==> src/rtl/ps_pkg.sv <==
package ps_pkg;

    // three-stage input chain: two metastability stages plus one history stage
    typedef struct packed {
        logic s1;
        logic s2;
        logic s3;
    } sync_t;

    function automatic logic sync_rise(input sync_t s);
        return s.s2 & ~s.s3;
    endfunction

endpackage

==> src/rtl/ps_prescale.sv <==
module ps_prescale #(
    parameter int DIV = 4
) (
    input  logic clk,
    input  logic rst_n,
    output logic tick_o
);
    localparam int PW = (DIV > 1) ? $clog2(DIV) : 1;
    localparam logic [PW-1:0] LAST = PW'(DIV - 1);

    logic [PW-1:0] cnt_d, cnt_q;

    always_comb begin
        cnt_d  = cnt_q;
        tick_o = (cnt_q == LAST);
        if (tick_o) cnt_d = '0;
        else        cnt_d = cnt_q + PW'(1);
    end

    always_ff @(posedge clk) begin
        if (!rst_n) cnt_q <= '0;
        else        cnt_q <= cnt_d;
    end

    generate
        if (DIV > 1) begin : g_gap
            // ticks are isolated single cycles
            a_r2_tick_gap: assert property (@(posedge clk) disable iff (!rst_n)
                tick_o |=> !tick_o);
        end
    endgenerate

endmodule

==> src/rtl/ps_counter.sv <==
module ps_counter #(
    parameter int W = 16
) (
    input  logic         clk,
    input  logic         rst_n,
    input  logic         clr_i,
    input  logic         en_i,
    output logic [W-1:0] q_o
);
    logic [W-1:0] q_d, q_q;

    always_comb begin
        q_d = q_q;
        if (clr_i)     q_d = '0;
        else if (en_i) q_d = q_q + W'(1);
    end

    always_ff @(posedge clk) begin
        if (!rst_n) q_q <= '0;
        else        q_q <= q_d;
    end

    assign q_o = q_q;

endmodule

==> src/rtl/ps_sync_edge.sv <==
module ps_sync_edge
    import ps_pkg::*;
(
    input  logic clk,
    input  logic rst_n,
    input  logic din,
    output logic held_o,
    output logic rise_o
);
    sync_t st_d, st_q;

    always_comb begin
        st_d    = st_q;
        st_d.s1 = din;
        st_d.s2 = st_q.s1;
        st_d.s3 = st_q.s2;
        rise_o  = sync_rise(st_q);
        held_o  = st_q.s3;
    end

    always_ff @(posedge clk) begin
        if (!rst_n) st_q <= '0;
        else        st_q <= st_d;
    end

    // the held level trails the detected rise by exactly one cycle
    a_r5_held_after_rise: assert property (@(posedge clk) disable iff (!rst_n)
        rise_o |=> held_o);

endmodule

==> src/rtl/pulse_stamp_top.sv <==
module pulse_stamp_top #(
    parameter int CNT_W   = 16,
    parameter int DIV     = 4,
    parameter bit ECHO_EN = 1'b1
) (
    input  logic             clk,
    input  logic             rst_n,
    input  logic             pulse_in,
    input  logic             snap_i,
    input  logic             cap_read_i,
    input  logic             echo_inv_i,
    output logic [CNT_W-1:0] tbase_o,
    output logic [CNT_W-1:0] stamp_o,
    output logic             stamp_valid_o,
    output logic             snap_pin_o,
    output logic             echo_o
);
    typedef struct packed {
        logic [CNT_W-1:0] stamp;
        logic             valid;
        logic             pin;
        logic             echo_lvl;
    } cap_t;

    logic             tick;
    logic             held;
    logic             rise;
    logic [CNT_W-1:0] tb_cnt;
    logic [CNT_W-1:0] age_cnt;
    logic             capture;
    logic             drop;
    cap_t             st_d, st_q;

    ps_prescale #(.DIV(DIV)) u_pre (
        .clk    (clk),
        .rst_n  (rst_n),
        .tick_o (tick)
    );

    ps_sync_edge u_sync (
        .clk    (clk),
        .rst_n  (rst_n),
        .din    (pulse_in),
        .held_o (held),
        .rise_o (rise)
    );

    ps_counter #(.W(CNT_W)) u_tbase (
        .clk   (clk),
        .rst_n (rst_n),
        .clr_i (1'b0),
        .en_i  (tick),
        .q_o   (tb_cnt)
    );

    ps_counter #(.W(CNT_W)) u_age (
        .clk   (clk),
        .rst_n (rst_n),
        .clr_i (rise),
        .en_i  (tick),
        .q_o   (age_cnt)
    );

    // The snapshot records the delayed level (held), which is the level
    // consistent with the age counter already having been restarted.
    always_comb begin
        st_d    = st_q;
        capture = snap_i & held & ~st_q.pin;
        drop    = snap_i & ~held & st_q.pin;
        if (snap_i) st_d.pin = held;
        if (capture) begin
            st_d.stamp    = tb_cnt - age_cnt;
            st_d.echo_lvl = 1'b1;
        end
        if (drop) st_d.echo_lvl = 1'b0;
        if (capture)         st_d.valid = 1'b1;
        else if (cap_read_i) st_d.valid = 1'b0;
    end

    always_ff @(posedge clk) begin
        if (!rst_n) st_q <= '0;
        else        st_q <= st_d;
    end

    assign tbase_o       = tb_cnt;
    assign stamp_o       = st_q.stamp;
    assign stamp_valid_o = st_q.valid;
    assign snap_pin_o    = st_q.pin;

    generate
        if (ECHO_EN) begin : g_echo
            assign echo_o = st_q.echo_lvl ^ echo_inv_i;
        end else begin : g_no_echo
            assign echo_o = 1'b0;
        end
    endgenerate

    // time base advances only on prescaler ticks
    a_r2_tb_advance: assert property (@(posedge clk) disable iff (!rst_n)
        tick |=> tbase_o == $past(tbase_o) + CNT_W'(1));
    a_r2_tb_hold: assert property (@(posedge clk) disable iff (!rst_n)
        !tick |=> $stable(tbase_o));
    // every detected rise restarts the age counter
    a_r8_age_restart: assert property (@(posedge clk) disable iff (!rst_n)
        rise |=> age_cnt == '0);
    // without a low-to-high snapshot the stamp does not move
    a_r4_stamp_hold: assert property (@(posedge clk) disable iff (!rst_n)
        !(snap_i && held && !snap_pin_o) |=> $stable(stamp_o));
    // a capture always leaves the flag set; a lone read clears it
    a_r6_cap_sets: assert property (@(posedge clk) disable iff (!rst_n)
        (snap_i && held && !snap_pin_o) |=> stamp_valid_o);
    a_r6_read_clears: assert property (@(posedge clk) disable iff (!rst_n)
        (cap_read_i && !snap_i) |=> !stamp_valid_o);
    // a falling snapshot drives the echo level low
    a_r7_echo_low: assert property (@(posedge clk) disable iff (!rst_n)
        (snap_i && !held && snap_pin_o) |=> !st_q.echo_lvl);

endmodule

==> config.mk <==
export PLATFORM = sky130hd
export DESIGN_NAME = pulse_stamp_top
export DESIGN_NICKNAME = d
export VERILOG_FILES = /design/src/rtl/ps_pkg.sv /design/src/rtl/ps_prescale.sv /design/src/rtl/ps_counter.sv /design/src/rtl/ps_sync_edge.sv /design/src/rtl/pulse_stamp_top.sv
export SDC_FILE = /design/constraint.sdc
export NUM_CORES = 1
export LEC_CHECK = 0
export BUFFER_PORTS_ARGS = -buffer_cell sky130_fd_sc_hd__buf_4
export CAP_MARGIN = 20
export CORE_UTILIZATION = 25
export DETAILED_ROUTE_END_ITERATION = 10
export GPL_ROUTABILITY_DRIVEN = 0
export PLACE_DENSITY = 0.45
export SLEW_MARGIN = 20
export SYNTH_ARGS = -nofsm -noshare
export SYNTH_HDL_FRONTEND = slang
export SYNTH_SLANG_ARGS = --single-unit
==> constraint.sdc <==
create_clock -name clk -period 3.9 [get_ports clk]
set_input_delay 0.39 -clock clk [delete_from_list [all_inputs] [get_ports clk]]
set_output_delay 0.39 -clock clk [all_outputs]
set_load 0.005 [all_outputs]
==> impl_results.rst, run 1 <==
.. list-table::
   :header-rows: 1

   * - Metric
     - Value
   * - Run status
     - finished, final reports clean
   * - Number of hold violations in the final report
     - 0
   * - Required arrival time at the worst endpoint
     - 4.15 ns
   * - Proportion of netlist area held by the largest area contributor
     - 36.10%
   * - Insertion delay of the later-clocked pin in the worst-skew pair
     - 0.30 ns
   * - Proportion of layout cells with a drive suffix above 1
     - 14.72%
   * - Synth Cell Area
     - 3105 um2
   * - IO Pins
     - 41
   * - Initial DRC Count
     - 71
   * - Maximum buffer depth of the clock tree
     - 2
   * - Delay of the slowest cell on the worst path
     - 0.50 ns
   * - CTS buffer count
     - 5
   * - Number of H-tree levels
     - 2
   * - Synthesis-to-finish area growth
     - 17.20%
   * - Count of cells along the worst register-to-register path
     - 9
   * - Sum of net half-perimeters after detailed placement
     - 5388 um
   * - Cell type group with the largest total delay on the critical path
     - simple AND/OR/NAND/NOR gates
   * - Synthesized netlist net count
     - 397
   * - Cells after synthesis
     - 372
   * - Worst max-slew margin expressed relative to the limit
     - 54.43%
   * - Aggregate routed wire length
     - 7014 um
   * - Max IR drop VDD
     - 0.1556 mV
   * - CTS root buffer
     - sky130_fd_sc_hd__clkbuf_16
   * - Post-CTS Resized
     - 0
   * - RSZ-0062 raised after global routing
     - no
   * - Y dimension of the die
     - 113.5 um
   * - Main area contributors after synthesis
     - sky130_fd_sc_hd__dfxtp_1 36%, sky130_fd_sc_hd__xnor2_1 9.9%, sky130_fd_sc_hd__ha_1 7.3%
   * - GRT Resource Usage Total
     - 11.85%
   * - Maximum frequency from static timing analysis
     - 431.3 MHz
   * - Routed wire length per instance
     - 12.48 um
   * - Nature of the critical path endpoint
     - flop
   * - Final standard cell count with taps included and fillers excluded
     - 562
   * - Static leakage
     - 1.469 nW
   * - Cells on Worst Hold Path
     - 2
   * - Placeable Area
     - 12060 um2
   * - Number of buffers added to fix hold violations after cts
     - 0
   * - Cell taking the most area after synthesis
     - sky130_fd_sc_hd__dfxtp_1
   * - Post-synthesis register bit count
     - 56
   * - Buffers inserted during post-CTS setup optimization
     - 0
   * - Final antenna-violating net count
     - 0
   * - Tmin final
     - 2.318 ns
   * - Clock sink total
     - 56
   * - Clock Pin Slew Worst Setup and Hold Paths
     - 0.08 ns
   * - Count of different cell masters after synthesis
     - 44
   * - Top FF cell, synth
     - sky130_fd_sc_hd__dfxtp_1
   * - Pin count of the biggest net entering global routing
     - 43
   * - Kind of path behind the tightest hold check
     - input pin to flop
   * - Count of synthesis-stage warnings from yosys
     - 0
   * - Power per standard cell area
     - 326.0 nW/um2
   * - Overall power after layout
     - 1.187 mW
   * - Number of global-route vias before repair
     - 2393
   * - DIE AREA
     - 12870 um2
   * - Worst Path Arrival
     - 2.56 ns
   * - Vias after detailed routing
     - 2415
   * - Antenna diode count
     - 0
   * - Cells traversed along the worst timing path
     - inv_1 > ha_1 > fa_1 > nand2b_1 > a21oi_2 > or2_4 > a21boi_2 > or4b_1 > nand3_1
   * - Crit path max-delay cell type
     - sky130_fd_sc_hd__or4b_1
   * - Final period util
     - 59.45%
   * - First drt pass iteration count
     - 4
   * - Effective utilization at floorplan
     - 25.75%
   * - Mean post-synth cell area
     - 8.348 um2
   * - Total overflow reported by the global router
     - 0
   * - Total number of cells along the worst setup path
     - 9
   * - Fraction of registers with async set/reset
     - 0%
   * - Residual DRC count
     - 0
   * - Worst-margin pin slew
     - 0.6835 ns
   * - Number of enable-type register cells in the synthesized netlist
     - 0
   * - Per-cell via count in the routed design
     - 4.297
   * - Tightest hold margin
     - 0.2986 ns
   * - Worst setup skew after layout
     - 0.01080 ns
   * - Kind of critical path
     - flop to flop
   * - Combined buffer and inverter count along the critical path
     - 1
   * - Number of nets at the end of the flow
     - 418
   * - First-pass GRT wire length
     - 11990 um
   * - Number of max-slew violations in the final report
     - 0
   * - Fraction of the yosys area taken by sequential cells
     - 36.10%
   * - Placed cells
     - 554
   * - Setup TNS
     - 0 ns
   * - CP Max Fanout
     - 5
   * - Max-cap violations
     - 0
   * - Rows
     - 40
   * - Startpoint class of the critical path
     - flop
   * - CTS tree
     - done
   * - Die Wd
     - 113.5 um
   * - Final setup violation count
     - 0
   * - Antenna violations before repair
     - 0
   * - # port buffers
     - 40
==> per-stage QoR <==
stage	utilization, %	setup WS, ns	area [um2]
2_1_floorplan	-	1.739	3105
3_5_place_dp	28.70	1.590	3462
5_1_grt	30.18	1.435	3640
3_3_place_gp	28.67	1.624	3458
4_1_cts	30.18	1.570	3640
6_report	30.18	1.582	3640
==> cell usage in the layout (no fill, tap or decap), drive strengths merged, types with 3 or more instances in the layout <==
cell type / instances
dfxtp: 56
buf: 41
nand2: 40
xnor2: 35
nor2: 29
and2: 23
o21ai: 22
inv: 20
a21oi: 19
ha: 18
nand4: 13
nand3: 13
nor3: 7
clkbuf: 6
a21boi: 6
xor2: 5
and3: 5
nand2b: 5
o211ai: 4
mux2i: 3
nor2b: 3
==> synthesized netlist by cell type (all sizes together) (2+ instances only) <==
master and count:
dfxtp 56, nand2 40, xnor2 35, nor2 29, and2 23, o21ai 22, inv 20, a21oi 19
buf 19, ha 18, nand3 13, nand4 13, clkbuf 8, nor3 7, a21boi 6, and3 5
nand2b 5, xor2 5, o211ai 4, mux2i 3, nor2b 3, o211a 2, o21a 2, o31ai 2
or2 2
==> cell families after synthesis <==
group | synth area share [%]
buffers and inverters | 7.736
adder cells (fa/ha/maj) | 7.897
flip-flops | 36.10
multiplexers | 0.9670
AO/OA/AOI/OAI | 12.49
XOR/XNOR | 11.28
AND/OR/NAND/NOR | 23.53
==> worst paths after layout <==
check	from	endpoint	slack, ns
setup / recovery	u_tbase.q_o[0]	stamp_o[8]	1.58
hold / removal	pulse_in	u_sync.st_d[1]	0.30
setup reg to reg	u_tbase.q_o[0]	stamp_o[8]	1.58
hold reg to reg	u_pre.cnt_q[0]	u_pre.cnt_q[0]	0.43
==> final cells by class <==
| cell class | instances | area [um2] |
|---|---|---|
| tap | 168 | 210.2 |
| clock buffer | 6 | 138.9 |
| sequential | 56 | 1121 |
| clock inverter | 2 | 38.79 |
| fill | 1292 | 8422 |
| timing repair buffer | 41 | 307.8 |
| inverter | 20 | 75.07 |
| multi-input combinational | 269 | 1748 |
==> power by group <==
| group | leakage, nW | internal (mW) | total (mW) | switching (mW) |
|---|---|---|---|---|
| Combinational | 0.930 | 0.0293 | 0.0636 | 0.0343 |
| Clock | 0.0871 | 0.322 | 0.539 | 0.217 |
| Sequential | 0.452 | 0.579 | 0.584 | 0.00533 |
==> worst register-to-register path: stages (launching register included) <==
cell	delay (ns)
sky130_fd_sc_hd__dfxtp_1	0.41
sky130_fd_sc_hd__inv_1	0.07
sky130_fd_sc_hd__ha_1	0.22
sky130_fd_sc_hd__fa_1	0.39
sky130_fd_sc_hd__nand2b_1	0.20
sky130_fd_sc_hd__a21oi_2	0.17
sky130_fd_sc_hd__or2_4	0.16
sky130_fd_sc_hd__a21boi_2	0.07
sky130_fd_sc_hd__or4b_1	0.50
sky130_fd_sc_hd__nand3_1	0.07
==> registers in the layout, indices dropped and copies added, names as in the netlist <==
signal / cells
u_age.q_o: 16
snap_pin_o: 1
u_pre.cnt_q: 2
u_tbase.q_o: 16
u_sync.st_d: 2
st_q: 1
stamp_o: 16
stamp_valid_o: 1
u_sync.held_o: 1
==> routing by layer <==
metal	global-route usage (%)	vias to the layer above	wire [um]
li1	-	1281	-
met1	15.74	1087	3543
met2	18.65	40	3128
met3	2.550	7	243
met4	4.912	0	98
met5	0	-	0
(Power assumes the default switching activity.)
==> run 2: changes to the inputs <==
- clock period: 3.9 -> 2.3 ns (I/O delays scaled with it)
==> impl_results.rst, run 2 (synthesis results as in run 1) <==
.. list-table::
   :header-rows: 1

   * - Metric
     - Value
   * - Area of all placed cells without fillers
     - 3697 um2 (was 3640 um2)
   * - CP Max Fanout
     - 5 (unchanged)
   * - Number of hold violations in the final report
     - 0 (unchanged)
   * - CTS tree
     - done (unchanged)
   * - Number of global-route vias before repair
     - 2321 (was 2393)
   * - Vias after detailed routing
     - 2467 (was 2415)
   * - Routed wire length per instance
     - 12.19 um (was 12.48 um)
   * - Max-cap violations
     - 0 (unchanged)
   * - Effective utilization at floorplan
     - 25.75% (unchanged)
   * - Worst Path Arrival
     - 2.38 ns (was 2.56 ns)
   * - Die Wd
     - 113.5 um (unchanged)
   * - Startpoint class of the critical path
     - flop (unchanged)
   * - Most used cells in the layout excluding fill and tap cells
     - 56 x sky130_fd_sc_hd__dfxtp_1, 49 x sky130_fd_sc_hd__buf_4, 40 x sky130_fd_sc_hd__nand2_1, 35 x sky130_fd_sc_hd__xnor2_1, 29 x sky130_fd_sc_hd__nor2_1 (was 56 x sky130_fd_sc_hd__dfxtp_1, 41 x sky130_fd_sc_hd__buf_4, 40 x sky130_fd_sc_hd__nand2_1, 35 x sky130_fd_sc_hd__xnor2_1, 29 x sky130_fd_sc_hd__nor2_1)
   * - Final period util
     - 93.14% (was 59.45%)
   * - Sum of net half-perimeters after detailed placement
     - 5443 um (was 5388 um)
   * - Number of nets at the end of the flow
     - 426 (was 418)
   * - Insertion delay of the later-clocked pin in the worst-skew pair
     - 0.30 ns (about the same)
   * - Antenna violations before repair
     - 0 (unchanged)
   * - Placeable Area
     - 12060 um2 (unchanged)
   * - Y dimension of the die
     - 113.5 um (unchanged)
   * - Worst setup skew after layout
     - 0.007542 ns (was 0.01080 ns)
   * - Kind of critical path
     - flop to flop (unchanged)
   * - Rows
     - 40 (unchanged)
   * - Buffers inserted during post-CTS setup optimization
     - 0 (unchanged)
   * - Cell area reported after detailed placement
     - 3518 um2 (was 3462 um2)
   * - DIE AREA
     - 12870 um2 (unchanged)
   * - CTS root buffer
     - sky130_fd_sc_hd__clkbuf_16 (unchanged)
   * - Most frequent standard cell in the layout excluding fill and tap cells
     - sky130_fd_sc_hd__dfxtp_1 (unchanged)
   * - Residual DRC count
     - 0 (unchanged)
   * - Clock sink total
     - 56 (unchanged)
   * - Power per standard cell area
     - 538.5 nW/um2 (was 326.0 nW/um2)
   * - Final setup violation count
     - 0 (unchanged)
   * - GRT Resource Usage Total
     - 11.35% (was 11.85%)
   * - Setup TNS
     - 0 ns (unchanged)
   * - Worst-margin pin slew
     - 0.4279 ns (was 0.6835 ns)
   * - Kind of path behind the tightest hold check
     - input pin to flop (unchanged)
   * - Aggregate routed wire length
     - 6951 um (was 7014 um)
   * - Maximum buffer depth of the clock tree
     - 2 (unchanged)
   * - Total overflow reported by the global router
     - 0 (unchanged)
   * - IO Pins
     - 41 (unchanged)
   * - Maximum frequency from static timing analysis
     - 466.8 MHz (was 431.3 MHz)
   * - RSZ-0062 raised after global routing
     - no (unchanged)
   * - CTS buffer count
     - 5 (unchanged)
   * - Synthesis-to-finish area growth
     - 19.06% (was 17.20%)
   * - First drt pass iteration count
     - 4 (unchanged)
   * - Static leakage
     - 1.505 nW (was 1.469 nW)
   * - First-pass GRT wire length
     - 11490 um (was 11990 um)
   * - # port buffers
     - 40 (unchanged)
   * - Nature of the critical path endpoint
     - flop (unchanged)
   * - Final antenna-violating net count
     - 0 (unchanged)
   * - Tmin final
     - 2.142 ns (was 2.318 ns)
   * - Required arrival time at the worst endpoint
     - 2.54 ns (was 4.15 ns)
   * - Number of max-slew violations in the final report
     - 0 (unchanged)
   * - Number of H-tree levels
     - 2 (unchanged)
   * - Per-cell via count in the routed design
     - 4.328 (was 4.297)
   * - Run status
     - finished, final reports clean (unchanged)
   * - Antenna diode count
     - 0 (unchanged)
   * - Clock Pin Slew Worst Setup and Hold Paths
     - 0.08 ns (about the same)
   * - Max IR drop VDD
     - 0.2496 mV (was 0.1556 mV)
   * - Pin count of the biggest net entering global routing
     - 30 (was 43)
   * - Worst max-slew margin expressed relative to the limit
     - 71.17% (was 54.43%)
   * - Proportion of layout cells with a drive suffix above 1
     - 16.42% (was 14.72%)
   * - Initial DRC Count
     - 130 (was 71)
[run 2: layer usage]
| layer | share of wire [%] | track usage [%] | wire, um | vias to the layer above |
|---|---|---|---|---|
| met3 | 4.0 | 2.338 | 276 | 8 |
| li1 | - | - | - | 1302 |
| met5 | 0 | 0 | 0 | - |
| met4 | 1.8 | 4.298 | 123 | 0 |
| met2 | 43 | 17.67 | 2995 | 44 |
| met1 | 51 | 15.45 | 3556 | 1113 |
[run 2: power breakdown]
part           leakage, nW  switching, mW  internal [mW]
combinational        0.972         0.0602         0.0566
clock               0.0804          0.367          0.518
sequential           0.452        0.00772          0.981
[run 2: final timing paths]
| kind | end | startpoint | cells after the start | slack, ns |
|---|---|---|---|---|
| max | stamp_o[8] | u_age.q_o[0] | 8 | 0.16 |
| min | u_sync.st_d[1] | pulse_in | 2 | 0.13 |
| max reg2reg | stamp_o[8] | u_age.q_o[0] | 8 | 0.16 |
| min reg2reg | u_pre.cnt_q[0] | u_pre.cnt_q[0] | 1 | 0.43 |
[run 2: critical path, stage by stage (launching register included)]
cell and delay [ns]:
sky130_fd_sc_hd__dfxtp_1 0.37, sky130_fd_sc_hd__ha_1 0.23, sky130_fd_sc_hd__fa_1 0.38, sky130_fd_sc_hd__nand2b_4 0.17, sky130_fd_sc_hd__a21oi_2 0.15, sky130_fd_sc_hd__or2_4 0.16, sky130_fd_sc_hd__a21boi_2 0.07, sky130_fd_sc_hd__or4b_1 0.49
sky130_fd_sc_hd__nand3_1 0.07
[run 2: area by class of cell]
cell class | instances | area [um2]
Clock inverter | 3 | 46.29
Tap cell | 168 | 210.2
Clock buffer | 5 | 125.1
Inverter | 20 | 75.07
Sequential cell | 56 | 1121
Fill cell | 1270 | 8364
Timing Repair Buffer | 49 | 367.9
Multi-Input combinational cell | 269 | 1752
[run 2: stage by stage]
stage	util [%]	power (mW)	hold slack, ns	cells	setup WS, ns
detailed placement	29.17	1.130	0.4262	562	0.1258
CTS	30.59	2.028	0.1267	570	0.1076
floorplan	-	1.089	0.3573	372	0.1389
global placement	29.17	1.127	0.4113	562	0.1460
global route	30.65	2.081	0.1448	570	0.02373
finish	30.65	1.991	0.1328	570	0.1578
[run 2: timing repair]
action / CTS / global route
gates resized for setup: 0 / 1
setup endpoints to repair: 0 / 1
hold buffers: 0 / 0
==> run 3: changes to the inputs <==
- CORE_UTILIZATION: 25 -> 58
- PLACE_DENSITY: 0.45 -> not set
- PLACE_DENSITY_LB_ADDON: not set -> 0.2
==> impl_results.rst, run 3 (synthesis results as in run 1) <==
.. list-table::
   :header-rows: 1

   * - Metric
     - Value
   * - # port buffers
     - 40 (unchanged)
   * - Switching pwr
     - 0.3968 mW (was 0.4348 mW)
   * - Worst setup skew after layout
     - 0.005562 ns (was 0.007542 ns)
   * - Number of global-route vias before repair
     - 2188 (was 2321)
   * - Clock sink total
     - 56 (unchanged)
   * - Share of power burned in registers
     - 59.8% (was 49.7%)
   * - Nature of the critical path endpoint
     - flop (unchanged)
   * - Static leakage
     - 1.472 nW (was 1.505 nW)
   * - Run status
     - finished, final reports clean (unchanged)
   * - Worst-margin pin slew
     - 0.3921 ns (was 0.4279 ns)
   * - Number of buffers added to fix hold violations after cts
     - 0 (unchanged)
   * - Kind of critical path
     - flop to flop (unchanged)
   * - Number of max-slew violations in the final report
     - 0 (unchanged)
   * - Sum of net half-perimeters after detailed placement
     - 4443 um (was 5443 um)
   * - Y dimension of the die
     - 75.17 um (was 113.5 um)
   * - Most used cells in the layout excluding fill and tap cells
     - 55 x sky130_fd_sc_hd__dfxtp_1, 49 x sky130_fd_sc_hd__buf_4, 40 x sky130_fd_sc_hd__nand2_1, 35 x sky130_fd_sc_hd__xnor2_1, 29 x sky130_fd_sc_hd__nor2_1 (was 56 x sky130_fd_sc_hd__dfxtp_1, 49 x sky130_fd_sc_hd__buf_4, 40 x sky130_fd_sc_hd__nand2_1, 35 x sky130_fd_sc_hd__xnor2_1, 29 x sky130_fd_sc_hd__nor2_1)
   * - CTS buffer count
     - 5 (unchanged)
   * - Most frequent standard cell in the layout excluding fill and tap cells
     - sky130_fd_sc_hd__dfxtp_1 (unchanged)
   * - Worst r2r dst
     - stamp_o[8] (unchanged)
   * - R2R Setup Slk
     - 0.17 ns (was 0.16 ns)
   * - Fraction of power consumed by the clock network
     - 33.4% (was 44.5%)
   * - Routed wire length per instance
     - 12.52 um (was 12.19 um)
   * - RSZ-0062 raised after global routing
     - no (unchanged)
   * - First drt pass iteration count
     - 4 (unchanged)
   * - Antenna diode count
     - 0 (unchanged)
   * - Power per standard cell area
     - 472.7 nW/um2 (was 538.5 nW/um2)
   * - DIE AREA
     - 5651 um2 (was 12870 um2)
   * - Aggregate routed wire length
     - 5909 um (was 6951 um)
   * - Insertion delay of the later-clocked pin in the worst-skew pair
     - 0.31 ns (was 0.30 ns)
   * - Share of total power in combinational logic
     - 6.8% (was 5.9%)
   * - Effective utilization at floorplan
     - 60.42% (was 25.75%)
   * - Tmin final
     - 2.127 ns (was 2.142 ns)
   * - Critical Path Sink
     - stamp_o[8] (unchanged)
   * - Final antenna-violating net count
     - 0 (unchanged)
   * - Per-cell via count in the routed design
     - 5.193 (was 4.328)
   * - Vias after detailed routing
     - 2451 (was 2467)
   * - Initial DRC Count
     - 150 (was 130)
   * - Number of nets at the end of the flow
     - 426 (unchanged)
   * - Delay of the slowest cell on the worst path
     - 0.50 ns (was 0.49 ns)
   * - Internal
     - 1.257 mW (was 1.556 mW)
   * - Max IR drop VDD
     - 0.3487 mV (was 0.2496 mV)
   * - Max-cap violations
     - 0 (unchanged)
   * - Die Wd
     - 75.17 um (was 113.5 um)
   * - Worst Slack Setup Final
     - 0.1728 ns (was 0.1578 ns)
   * - Number of hold violations in the final report
     - 0 (unchanged)
   * - Overall power after layout
     - 1.654 mW (was 1.991 mW)
   * - First-pass GRT wire length
     - 9742 um (was 11490 um)
   * - Placed cells
     - 464 (was 562)
   * - Maximum frequency from static timing analysis
     - 470.1 MHz (was 466.8 MHz)
   * - Final standard cell count with taps included and fillers excluded
     - 472 (was 570)
   * - Critical register-to-register path startpoint
     - u_tbase.q_o[0] (was u_age.q_o[0])
   * - Fraction of power spent switching nets
     - 24.00% (was 21.84%)
   * - Residual DRC count
     - 0 (unchanged)
   * - Placeable Area
     - 5140 um2 (was 12060 um2)
   * - Cells traversed along the worst timing path
     - inv_1 > ha_1 > fa_2 > nand2b_4 > a21oi_2 > or2_4 > a21boi_2 > or4b_1 > nand3_1 (was ha_1 > fa_1 > nand2b_4 > a21oi_2 > or2_4 > a21boi_2 > or4b_1 > nand3_1)
   * - GRT Resource Usage Total
     - 22.55% (was 11.35%)
   * - Worst Path Arrival
     - 2.39 ns (was 2.38 ns)
   * - Synthesis-to-finish area growth
     - 12.65% (was 19.06%)
   * - Required arrival time at the worst endpoint
     - 2.56 ns (was 2.54 ns)
   * - CTS tree
     - done (unchanged)
   * - Pin count of the biggest net entering global routing
     - 43 (was 30)
   * - Setup TNS
     - 0 ns (unchanged)
   * - Proportion of layout cells with a drive suffix above 1
     - 16.92% (was 16.42%)
   * - Worst max-slew margin expressed relative to the limit
     - 73.59% (was 71.17%)
   * - IO Pins
     - 41 (unchanged)
   * - Crit path max-delay cell type
     - sky130_fd_sc_hd__or4b_1 (unchanged)
   * - Maximum buffer depth of the clock tree
     - 2 (unchanged)
   * - Finished Core Util
     - 68.06% (was 30.65%)
   * - Launching instance or port of the critical path
     - u_tbase.q_o[0] (was u_age.q_o[0])
   * - Final setup violation count
     - 0 (unchanged)
   * - Number of H-tree levels
     - 2 (unchanged)
   * - CP Max Fanout
     - 3 (was 5)
   * - Count of cells along the worst register-to-register path
     - 9 (was 8)
   * - Clock Pin Slew Worst Setup and Hold Paths
     - 0.10 ns (was 0.08 ns)
   * - Startpoint class of the critical path
     - flop (unchanged)
   * - Kind of path behind the tightest hold check
     - input pin to flop (unchanged)
   * - Antenna violations before repair
     - 0 (unchanged)
   * - Total overflow reported by the global router
     - 0 (unchanged)
   * - Final period util
     - 92.49% (was 93.14%)
   * - Rows
     - 26 (was 40)
   * - CTS root buffer
     - sky130_fd_sc_hd__clkbuf_8 (was sky130_fd_sc_hd__clkbuf_16)
   * - Post-placement setup slack
     - 0.09995 ns (was 0.1258 ns)
[run 3: changes by cell type in the layout (fill, tap and decap cells not counted), sizes merged]
cell      before  now
bufinv         1    0
clkinv         0    2
clkinvlp       1    0
[run 3: worst min-delay path by stage]
| stage | cells past startpoint | start | endpoint |
|---|---|---|---|
| after floorplan | 1 | pulse_in | u_sync.st_d[1] |
| after global placement | 1 | u_pre.cnt_q[0] | u_pre.cnt_q[0] |
| after detailed placement | 1 | u_pre.cnt_q[0] | u_pre.cnt_q[0] |
| after CTS | 2 | pulse_in | u_sync.st_d[1] |
| after global routing | 2 | pulse_in | u_sync.st_d[1] |
| final | 2 | pulse_in | u_sync.st_d[1] |
[run 3: metal layers]
metal,GRT usage (%),part of all wire [%]
met1,30.48,51
met2,36.44,45
met3,4.418,3.4
met4,6.996,1.1
met5,0,0
[run 3: worst max-delay path, delay by kind of cell (launching register included)]
kind	cells	cell delay, ns
buffers and inverters	1	0.04
AO/OA/AOI/OAI	2	0.24
adder cells (fa/ha/maj)	2	0.58
flip-flops	1	0.34
AND/OR/NAND/NOR	4	0.89
[run 3: metrics by stage]
stage,hold WS (ns),instance area (um2)
after floorplan,0.3573,3105
after global placement,0.4128,3396
after detailed placement,0.4221,3396
after CTS,0.1248,3487
after global routing,0.1247,3498
final,0.1333,3498
[run 3: power by group through the flow]
stage               logic (mW)  clock network [mW]  registers (mW)
global route             0.126               0.609           0.991
detailed placement       0.111                   0            1.01
floorplan               0.0775                   0            1.01
finish                   0.113               0.552           0.989
CTS                      0.112               0.572           0.989
global placement         0.109                   0            1.01
[run 3: what timing repair did]
action                                  4_1_cts  5_1_grt
endpoints found under the setup margin        0        1
setup buffers                                 0        0
resized for setup                             0        3
[run 3: final cells by class]
cell class / instances / area, um2
sequential: 56 / 1122
timing repair buffer: 49 / 367.9
multi-input combinational: 269 / 1754
fill: 457 / 1642
clock buffer: 5 / 68.82
tap: 70 / 87.58
clock inverter: 3 / 22.52
inverter: 20 / 75.07
